<file path="src/rtl/uart_rx_monitor.sv">
module uart_rx_monitor #(
  parameter int RUN_W = 5
) (
  input  logic       clk,
  input  logic       rst_n,
  input  logic       bit_tick,
  input  logic       rx_in,
  input  logic       inv_en,
  input  logic       msb_first,
  input  logic       len9,
  input  logic       len10,
  input  logic       parity_en,
  input  logic       stop2,
  input  logic       ext_break,
  input  logic       standby,
  input  logic       wake_addr,
  input  logic       addr_miss,
  input  logic       idle_report,
  output logic [9:0] rx_data,
  output logic       rx_valid,
  output logic       break_det,
  output logic       idle_flag,
  output logic       rx_active,
  output logic       frame_err
);

  localparam logic [RUN_W-1:0] ONE = RUN_W'(1);

  typedef enum logic [1:0] {WAIT_HI, LISTEN, IN_FRAME} rx_state_t;

  rx_state_t        state;
  logic [3:0]       pos;
  logic [9:0]       shift;
  logic             stop_bad;
  logic             armed;
  logic [RUN_W-1:0] low_run;
  logic [RUN_W-1:0] high_cnt;

  logic             line;
  logic [3:0]       nbits, ndata, nstop, idx;
  logic [RUN_W-1:0] nframe, thr, low_run_nx;
  logic             last_pos, brk_hit, brk_now, asleep;

  assign line   = rx_in ^ inv_en;
  assign nbits  = len10 ? 4'd10 : (len9 ? 4'd9 : 4'd8);
  assign ndata  = nbits - {3'b000, parity_en};
  assign nstop  = stop2 ? 4'd2 : 4'd1;
  assign nframe = RUN_W'(nbits) + RUN_W'(nstop) + ONE;

  always_comb begin
    thr = nframe;
    if (ext_break) begin
      case (nframe)
        RUN_W'(10): thr = RUN_W'(11);
        RUN_W'(11): thr = RUN_W'(12);
        RUN_W'(12): thr = RUN_W'(14);
        default:    thr = RUN_W'(15);
      endcase
    end
  end

  assign idx = (parity_en && pos == nbits - 4'd1) ? nbits - 4'd1 :
               msb_first ? ndata - 4'd1 - pos : pos;

  assign low_run_nx = (&low_run) ? low_run : low_run + ONE;
  assign brk_hit    = ~line && (low_run + ONE == thr);
  assign brk_now    = ~line && (low_run_nx >= thr);
  assign last_pos   = pos == nbits + nstop - 4'd1;
  assign asleep     = standby && (!wake_addr || addr_miss);

  always_ff @(posedge clk or negedge rst_n) begin
    if (!rst_n) begin
      state     <= WAIT_HI;
      pos       <= '0;
      shift     <= '0;
      stop_bad  <= 1'b0;
      armed     <= 1'b0;
      low_run   <= '0;
      high_cnt  <= '0;
      rx_data   <= '0;
      rx_valid  <= 1'b0;
      break_det <= 1'b0;
      idle_flag <= 1'b0;
      rx_active <= 1'b0;
      frame_err <= 1'b0;
    end else begin
      rx_valid  <= 1'b0;
      break_det <= 1'b0;
      idle_flag <= 1'b0;
      frame_err <= 1'b0;
      if (bit_tick) begin
        low_run   <= line ? '0 : low_run_nx;
        break_det <= brk_hit;
        case (state)
          WAIT_HI: if (line) state <= LISTEN;
          LISTEN: begin
            if (!line) begin
              state     <= IN_FRAME;
              pos       <= '0;
              shift     <= '0;
              stop_bad  <= 1'b0;
              rx_active <= 1'b1;
            end else if (armed) begin
              if (high_cnt + ONE == nframe) begin
                armed     <= 1'b0;
                high_cnt  <= '0;
                rx_active <= 1'b0;
                idle_flag <= !asleep || idle_report;
              end else begin
                high_cnt <= high_cnt + ONE;
              end
            end
          end
          IN_FRAME: begin
            if (pos < nbits) shift[idx] <= line;
            else if (!line) stop_bad <= 1'b1;
            pos <= pos + 4'd1;
            if (last_pos) begin
              if (!ext_break && !brk_now) begin
                rx_valid <= 1'b1;
                rx_data  <= shift;
              end
              frame_err <= (stop_bad || !line) && !brk_now;
              armed     <= 1'b1;
              high_cnt  <= '0;
              state     <= line ? LISTEN : WAIT_HI;
            end
          end
          default: state <= WAIT_HI;
        endcase
      end
    end
  end

endmodule


</file>
<file path="config.mk">
export PLATFORM = sky130hd
export DESIGN_NAME = uart_rx_monitor
export DESIGN_NICKNAME = d
export VERILOG_FILES = /design/src/rtl/uart_rx_monitor.sv
export SDC_FILE = /design/constraint.sdc
export NUM_CORES = 1
export LEC_CHECK = 0
export ABC_CLOCK_PERIOD_IN_PS = 2600
export BUFFER_PORTS_ARGS = -buffer_cell sky130_fd_sc_hd__buf_4
export CORE_ASPECT_RATIO = 1.25
export CORE_MARGIN = 4
export CORE_UTILIZATION = 53
export DETAILED_ROUTE_END_ITERATION = 10
export PLACE_DENSITY_LB_ADDON = 0.1
export SETUP_SLACK_MARGIN = 0.05
export SLEW_MARGIN = 20
export SYNTH_ARGS = -nofsm -noshare
export SYNTH_HDL_FRONTEND = slang
export SYNTH_SLANG_ARGS = --single-unit
export TNS_END_PERCENT = 20
</file>
<file path="constraint.sdc">
create_clock -name clk -period 2.6 [get_ports clk]
set_input_delay 0.39 -clock clk [delete_from_list [all_inputs] [get_ports clk]]
set_output_delay 0.39 -clock clk [all_outputs]
set_load 0.02 [all_outputs]
</file>
==> out/qor.yml <==
synthesis:
  ys_ff_latch: 43
  synth_fa_ha_area_share_pct: 12.3
  syn-cell-area_um2: 2880
  synth_edf_count: 0
  synth_top_family_by_area: "compound AO/OA/AOI/OAI gates"
  yosys_warnings: 0
  synthSimpleGateAreaFrac_pct: 16.9
  async_reset_ff_share_pct: 100
  ys_seq_area_share_pct: 37.4
  ys_top_cells_by_area: "dfrtp_1 (37%), ha_1 (11%), mux2_2 (5.5%), o21ai_0 (5.4%), nand2_1 (3.9%)"
  syn_nets: 347
  synth_compound_area_share_pct: 17.4
  avgSynthCellArea_um2: 9.44
  ys.flop_type: "dfrtp_1"
  synthCells: 305
  synth_top_cell_by_area: "dfrtp_1"
  synth_mux_area_share_pct: 6.52
  synth_xor_area_share_pct: 5.17
  synth_top_area_share_pct: 37.4
  synth.distinct_cells: 50
setup_path:
  r2r_start: "low_run[1]"
  critPathMostFrequentCell: "buf_12"
  path_class: "in -> reg"
  critical-path-slowest-cell: "fa_2"
  rrSetupSlack_ns: -0.21
  critical-path-top-delay-family: "adder cells"
  arrival_ns: 3.06
  crit_path_end_kind: "flip-flop"
  cpPeakStageDelay_ns: 0.57
  cp-start-kind: "input port"
  r2r_cells: 13
  r2r-end: "rx_data[6]"
  cp_num_buf_inv: 5
  path_cells: "buf_12 -> inv_12 -> nand2_8 -> ha_4 -> inv_2 -> fa_2 -> a31oi_1 -> mux2i_1 -> ha_1 -> nand2b_4 -> a21o_1 -> a21oi_2 -> o21ai_2 -> nor2_2 -> buf_4 -> buf_12 -> mux2_4"
  crit_path_start: "len10"
  path_max_fanout: 6
  worst-endpoint-required_ns: 2.79
floorplan:
  initial_core_util_pct: 55.9
  core.rowCount: 29
  die-area_um2: 6680
  fp.coreArea_um2: 5150
  die_y_um: 90.4
  die_w_um: 73.9
  boundaryPins: 30
detailed_routing:
  num_vias: 2500
  wl_mm: 6.77
  drtIter0Drc: 99
  first_pass_iters: 4
  ant_nets: 0
  drc_errors: 0
  wl_per_cell_um: 15.4
  viasPerCell: 5.69
finish:
  area_growth_pct: 30.3
  seqCellArea_um2: 1080
  mostFrequentLayoutCells: "buf_4 (70), dfrtp_1 (43), o21ai_0 (30), nand2_1 (29), ha_1 (24)"
  multiInputGateArea_um2: 1820
  fill_cells: 399
  final_nets: 418
  fin_util_pct: 72.8
  antennaDiodeCount: 0
  final_common_cell: "buf_4"
  drive_above_1_share_pct: 31.6
  stdcell_area_um2: 3750
timing:
  holdWs_ns: 0.0703
  hold_viol: 0
  fmax_ghz: 0.348
  worstMarginPinSlew_ns: 0.547
  rsz0062_at_grt: "yes"
  slew_violations: 0
  timing.final.crit_share_pct: 110
  timing.slew.headroom_pct: 63.5
  worst_slack_ns: -0.273
  setup_viol: 10
  skew_ns: 0.00651
  finalCriticalPeriod_ns: 2.87
power_and_ir_drop:
  p_leak_nw: 1.75
  ir_drop_uv: 471
  powerDensity_nw_per_um2: 580
  finalPower_w: 0.00218
place:
  placed_cell_area_um2: 3510
  hpwl_mm: 5.03
  dpl_worst_slack_ns: -0.682
  gp_congestion: 0.859
  portBuffers: 29
clocking:
  clock_sinks: 43
  clkLatencyLatePin_ns: 0.30
  cts_tree: "built"
  clk_pin_slew_ns: 0.09
  numCtsBuffers: 5
  htreeDepth: 2
  clockBufferDepth: 2
  root_buffer: "clkbuf_8"
global_route:
  grt_start_max_net_pins: 44
  track_usage_pct: 21.1
  overflow: 0
  grt_pass1_vias: 2498
  grt_pass1_wl_mm: 11.4
  antenna_found_initial: 0
flow_run:
  drv_cap: 0
outcome:
  status: "finished with violations"
  violations: "negative setup slack"
min_path:
  hp-class: "in -> async"
-- worst max path at each step --
stage,endpoint,slack [ns],depth (start not counted)
after floorplan,rx_data[0],-0.41,16
after global placement,rx_data[3],-0.61,16
after detailed placement,rx_data[3],-0.68,16
after CTS,rx_data[7],-0.24,17
after global routing,rx_data[6],-0.39,17
final,rx_data[6],-0.27,17
-- final cells by class --
| class | count | area share (%) |
|---|---|---|
| clock buffers | 5 | 1.84 |
| well taps | 62 | 2.07 |
| clock inverters | 3 | 0.634 |
| inverters | 20 | 2.34 |
| repair buffers | 74 | 15.8 |
| flip-flops and latches | 43 | 28.7 |
| multi-input cells | 232 | 48.6 |
-- worst reg2reg max path, cell delays in order, from the launching register on --
cell,delay [ns]
dfrtp_1,0.36
ha_1,0.16
nand3_1,0.12
inv_1,0.08
ha_1,0.20
mux2_2,0.38
ha_1,0.30
a21o_1,0.19
a21oi_2,0.14
o21ai_2,0.08
nor2_2,0.13
buf_4,0.13
buf_12,0.12
mux2_4,0.30
-- registers in the layout, summed over array words and instances (netlist names) --
name / cells
shift: 10
pos: 4
rx_data: 10
state: 2
rx_active: 1
frame_err: 1
rx_valid: 1
stop_bad: 1
high_cnt: 5
break_det: 1
armed: 1
low_run: 5
idle_flag: 1
-- where the power goes --
part | internal [W] | switching (W) | leakage [nW]
sequential | 0.000734 | 0.0000570 | 0.589
clock | 0.000192 | 0.000253 | 0.0408
combinational | 0.000420 | 0.000519 | 1.12
total | 0.00135 | 0.000828 | 1.75
-- cells by family after synthesis --
family          Yosys count
xor+xnor                 17
simple gates             96
fa+ha+maj                27
compound gates           75
mux                      17
buf+inv                  30
flops                    43
-- cells in the mapped netlist (all sizes together) (2+ instances only) --
| master | number |
|---|---|
| dfrtp | 43 |
| o21ai | 31 |
| nand2 | 30 |
| ha | 25 |
| inv | 20 |
| nand3 | 16 |
| nor2 | 15 |
| mux2 | 14 |
| a21oi | 11 |
| xnor2 | 10 |
| clkbuf | 7 |
| nor3 | 7 |
| o311ai | 7 |
| xor2 | 7 |
| nor2b | 6 |
| a21o | 5 |
| a31oi | 5 |
| nand2b | 4 |
| buf | 3 |
| mux2i | 3 |
| nand4 | 3 |
| nor4 | 3 |
| o211ai | 3 |
| or3 | 3 |
| a32o | 2 |
| fa | 2 |
| o22a | 2 |
| o31ai | 2 |
-- metrics by stage --
step,setup TNS [ns],cells
floorplan,-4.05,305
global placement,-7.98,426
detailed placement,-9.33,426
CTS,-2.32,438
global route,-4.02,439
finish,-2.64,439
-- layer usage --
metal / routed length [µm] / GRT usage [%]
met5: 0 / 0
met4: 51 / 4.68
met3: 247 / 2.90
met2: 3660 / 38.6
met1: 2810 / 25.5
-- timing repair --
item,4_1_cts,5_1_grt
endpoints found under the hold margin,0,0
gates cloned,1,0
resized for setup,11,19
setup endpoints to repair,16,22
buffers inserted,3,2
pin swaps,7,6
hold buffers,0,0
Note: power is estimated with default switching activity, not from simulation.
